$ cat src/rtl/div60_pkg.sv
package div60_pkg;
    localparam int DIGIT_W = 4;
    typedef logic [DIGIT_W-1:0] digit_t;

    typedef struct packed {
        digit_t digit;
    } stage_state_t;
endpackage

$ cat src/rtl/div60_units_stage.sv
module div60_units_stage
    import div60_pkg::*;
#(
    parameter int LAST = 9
) (
    input  logic   clk,
    input  logic   rst,
    input  logic   en,
    output digit_t value,
    output logic   at_last
);
    localparam digit_t LAST_V = digit_t'(LAST);

    stage_state_t st_d, st_q;
    logic         last_hit;

    generate
        if (LAST == 9) begin : g_partial
            // 1001 is the first state with bits 3 and 0 both set
            assign last_hit = st_q.digit[3] & st_q.digit[0];
        end else begin : g_full
            assign last_hit = (st_q.digit == LAST_V);
        end
    endgenerate

    always_comb begin
        st_d = st_q;
        if (rst) begin
            st_d.digit = '0;
        end else if (en) begin
            if (last_hit) st_d.digit = '0;
            else          st_d.digit = st_q.digit + digit_t'(1);
        end
    end

    always_ff @(posedge clk) begin
        st_q <= st_d;
    end

    assign value   = st_q.digit;
    assign at_last = last_hit;


    units_reset_chk: assert property (@(posedge clk)
        rst |=> value == '0);

    units_hold_chk: assert property (@(posedge clk) disable iff (rst)
        !en |=> $stable(value));

    units_step_chk: assert property (@(posedge clk) disable iff (rst)
        (en && value < LAST_V) |=> value == digit_t'($past(value) + 1));

    units_wrap_chk: assert property (@(posedge clk) disable iff (rst)
        (en && value == LAST_V) |=> value == '0);
endmodule

$ cat src/rtl/div60_tens_stage.sv
module div60_tens_stage
    import div60_pkg::*;
#(
    parameter int WRAP = 6
) (
    input  logic   clk,
    input  logic   rst,
    input  logic   adv,
    output digit_t value,
    output logic   at_last
);
    localparam digit_t WRAP_V = digit_t'(WRAP);
    localparam digit_t LAST_V = digit_t'(WRAP - 1);

    stage_state_t st_d, st_q;
    digit_t       incr;

    always_comb begin
        incr = st_q.digit + digit_t'(1);
        st_d = st_q;
        if (rst) begin
            st_d.digit = '0;
        end else if (adv) begin
            // decode of the wrap value recycles the digit
            st_d.digit = (incr == WRAP_V) ? digit_t'(0) : incr;
        end
    end

    always_ff @(posedge clk) begin
        st_q <= st_d;
    end

    assign value   = st_q.digit;
    assign at_last = (st_q.digit == LAST_V);


    tens_hold_chk: assert property (@(posedge clk) disable iff (rst)
        !adv |=> $stable(value));

    tens_step_chk: assert property (@(posedge clk) disable iff (rst)
        (adv && value < LAST_V) |=> value == digit_t'($past(value) + 1));

    tens_range_chk: assert property (@(posedge clk) disable iff (rst)
        value < WRAP_V);
endmodule

$ cat src/rtl/div60_chain.sv
module div60_chain
    import div60_pkg::*;
(
    input  logic       clk,
    input  logic       rst,
    input  logic       cnt_en,
    output logic [3:0] units_bcd,
    output logic [3:0] tens_bcd,
    output logic       carry_out
);
    digit_t u_val, t_val;
    logic   u_last, t_last;
    logic   tens_adv;

    div60_units_stage #(.LAST(9)) u_units (
        .clk     (clk),
        .rst     (rst),
        .en      (cnt_en),
        .value   (u_val),
        .at_last (u_last)
    );

    assign tens_adv = cnt_en & u_last;

    div60_tens_stage #(.WRAP(6)) u_tens (
        .clk     (clk),
        .rst     (rst),
        .adv     (tens_adv),
        .value   (t_val),
        .at_last (t_last)
    );

    assign units_bcd = u_val;
    assign tens_bcd  = t_val;
    assign carry_out = cnt_en & u_last & t_last;


    joint_wrap_chk: assert property (@(posedge clk) disable iff (rst)
        (cnt_en && units_bcd == 4'd9 && tens_bcd == 4'd5)
            |=> (units_bcd == 4'd0 && tens_bcd == 4'd0));

    carry_decode_chk: assert property (@(posedge clk) disable iff (rst)
        carry_out |-> (cnt_en && units_bcd == 4'd9 && tens_bcd == 4'd5));

    carry_gate_chk: assert property (@(posedge clk) disable iff (rst)
        !cnt_en |-> !carry_out);
endmodule

$ cat config.mk
export PLATFORM = sky130hd
export DESIGN_NAME = div60_chain
export DESIGN_NICKNAME = d
export VERILOG_FILES = /design/src/rtl/div60_pkg.sv /design/src/rtl/div60_units_stage.sv /design/src/rtl/div60_tens_stage.sv /design/src/rtl/div60_chain.sv
export SDC_FILE = /design/constraint.sdc
export NUM_CORES = 1
export LEC_CHECK = 0
export ABC_AREA = 1
export BUFFER_PORTS_ARGS = -buffer_cell sky130_fd_sc_hd__buf_2
export CORE_AREA = 8 8 45 47
export DETAILED_ROUTE_END_ITERATION = 10
export DIE_AREA = 0 0 53 55
export SYNTH_ARGS = -nofsm -noshare
export SYNTH_HDL_FRONTEND = slang
export SYNTH_SLANG_ARGS = --single-unit
$ cat constraint.sdc
create_clock -name clk -period 1.3 [get_ports clk]
set_clock_uncertainty 0.2 [all_clocks]
set_input_delay 0.065 -clock clk [delete_from_list [all_inputs] [get_ports clk]]
set_output_delay 0.065 -clock clk [all_outputs]
set_load 0.05 [all_outputs]
==> impl_metrics.toml <==
[setup_path]
r2r-end = "u_tens.value[1]"
arrival_ns = 1.30
ff2ff_path_depth = 8
cp-end-kind = "flip-flop"
reg2reg_from = "u_tens.value[0]"
r2r_slack_ns = -0.05
path_cells = "buf_6, ha_4, nand2_1, nand2_2, nor2_1, nand2_1, nand2_1, nand2_1"
crit_path_frequent_cell = "nand2_1"
crit_path_max_incr_delay_ns = 0.36
required_ns = 1.25
crit_slowest_cell = "dfxtp_4"
worstSetupPathType = "reg2reg"
cp_max_fo = 6
start_kind = "flip-flop"

[sta]
fin_setup_tns_ns = -0.181
finalSetupViolations = 4
max_freq_mhz = 741
fin_ws_ns = -0.0501
worst_pin_slew_ns = 0.265
rsz0062_at_grt = "yes"
fin_crit_ns = 1.35
timing.hold.ws_ns = 0.0577
hold_viol_final = 0
maxSlewViolCount = 0
timing.slew.headroom = 0.824
fin_crit_sh = 1.04

[clock_tree]
cts_root_buffer = "clkbuf_4"
cts_buffer_depth = 2
clock-sinks = 8
cts_tree = "built"
path_clk_slew_ns = 0.06
cts_max_level = 1
cts_inserted_buffers = 3
insertion_delay_ns = 0.25

[floorplanning]
ioPinCount = 12
core_area_sq_mm = 0.00138
rows = 14
initial_core_util = 0.306
dieArea_sq_mm = 0.00292
die_w_microns = 53
die_h_microns = 55

[yosys]
synth_edf_count = 0
synthTopCellsByArea = "dfxtp_1 (38%), nand2_1 (17%), ha_1 (12%)"
synth.distinct_cells = 17
mappedNetlistNets = 66
yosysTopAreaCell = "dfxtp_1"
synth_area_sq_um = 423
synth.ff_latch_count = 8
syn_avg_cell_area_sq_um = 7.17
yosysMostFrequentCell = "nand2_1"
yosysWarnings = 0
seq_area_frac_synth = 0.379
syn_inst = 59
async_flop_share = 0
synth_ff_type = "dfxtp_1"
synth.top_cell.area_share = 0.379
synth_common_cells = "nand2_1 (19), dfxtp_1 (8), nor2_1 (8)"

[detailed_routing]
wl_per_cell_microns = 11.9
wirelength_mm = 1.17
first_iter_violations = 11
drtAntennaViolNets = 0
drc = 0
via_count = 458
firstDrtPassIters = 4
vias_per_cell = 4.67

[pwr]
power_density_mw_per_mm2 = 758
cellLeakagePower_nw = 0.320
max-vdd-ir-drop_v = 0.000422

[final_layout]
fin_nets = 90
n_antenna_cell = 0
nFillCells = 134
area_delta_synth_final_pct = 62.1
final_util = 0.495
drive_gt1_frac = 0.500

[min_path]
worstHoldStart = "cnt_en"
holdPathStages = 5
hp-class = "in2reg"
hold_end = "u_units.value[0]"

[global_routing]
antenna_found_initial = 0
grtUsageTotal = 0.0880
first_global_vias = 441
grt_pass1_wl_mm = 1.86
overflow = 0
grt_max_degree = 8

[placed_design]
place_congestion = 0.697
port_buffers = 11
pre_cts_ws_ns = -0.00329
place_hpwl_microns = 785

[job]
maxCapViolations = 0

[status]
run_status = "finished, violations left"
violations = "setup timing"
through the flow:
step,total power [mW],std cells,cell area (sq um)
after CTS,0.529,98,674
after detailed placement,0.312,88,549
after floorplan,0.296,59,459
final,0.520,98,686
after global placement,0.310,88,549
after global routing,0.554,98,686
registers in the layout (all words and copies together), names as in the netlist:
name	cells
u_tens.value	4
u_units.value	4
repair_timing:
action,CTS,global route
pin swaps,2,2
hold endpoints to repair,5,0
gates cloned,0,0
endpoints found under the setup margin,1,6
resized for setup,12,5
setup buffers,4,0
hold buffers,2,0
power breakdown:
group	leakage, nW	internal, mW	switching, mW
clock network	0.0150	0.118	0.0866
logic	0.236	0.0212	0.0422
registers	0.0690	0.247	0.00544
total	0.320	0.386	0.134
logic make-up after synthesis:
kind of cell | share of synthesized area
adders and majority gates | 0.118
DFF | 0.379
buffers and inverters | 0.0710
muxes | 0.0237
and+or+nand+nor | 0.370
AOI/OAI and AO/OA | 0.0384
worst max-delay path by stage:
stage                          startpoint         endpoint  slack [ns]  cells past startpoint
final                     u_tens.value[0]  u_tens.value[1]       -0.05                      8
after global routing      u_tens.value[1]        carry_out       -0.12                      5
after CTS                 u_tens.value[1]  u_tens.value[0]       -0.05                      8
after detailed placement  u_tens.value[1]        carry_out      -0.003                      5
after global placement    u_tens.value[1]        carry_out        0.01                      5
after floorplan           u_tens.value[0]        carry_out       -0.02                      3
cells in the final DEF, fill, tap and decap left out:
master | Yosys | layout
nand2_4 | 1 | 2
dfxtp_1 | 8 | 1
inv_1 | 5 | 3
buf_4 | 0 | 4
nor2_4 | 0 | 1
inv_4 | 0 | 1
nand3_4 | 0 | 1
o21ai_1 | 1 | 1
nand3_1 | 2 | 1
nor2_1 | 8 | 7
clkbuf_4 | 0 | 4
dlygate4sd3_1 | 0 | 2
inv_2 | 3 | 4
buf_2 | 0 | 8
nand3_2 | 1 | 1
dfxtp_4 | 0 | 3
or2_0 | 1 | 1
nor3_1 | 1 | 1
mux2i_1 | 1 | 1
nand4_1 | 1 | 1
a21oi_1 | 1 | 1
nand2_2 | 1 | 2
dfxtp_2 | 0 | 4
ha_1 | 4 | 2
a31oi_1 | 1 | 1
clkbuf_1 | 0 | 1
buf_6 | 0 | 4
ha_4 | 0 | 2
nand2_1 | 19 | 17
per-layer routing:
metal,global-route usage,vias to the layer above,wire length [microns]
met4,0.0776,0,19
li1,-,230,-
met1,0.0836,218,439
met3,0.0160,2,34
met2,0.160,8,673
met5,0,-,0
cell type report:
class / instances / area (sq um) / area share
Multi-Input combinational cell: 43 / 288 / 0.420
Tap cell: 16 / 20.0 / 0.0292
Sequential cell: 8 / 176 / 0.257
Clock buffer: 4 / 26.3 / 0.0383
Timing Repair Buffer: 19 / 143 / 0.208
Inverter: 8 / 32.5 / 0.0474
critical path: cells and delay by family, from the launching register on:
family	cells	cell delay (ns)
buffers and inverters	1	0.13
adders and majority gates	1	0.15
and+or+nand+nor	6	0.41
DFF	1	0.36
(Power assumes the default switching activity.)
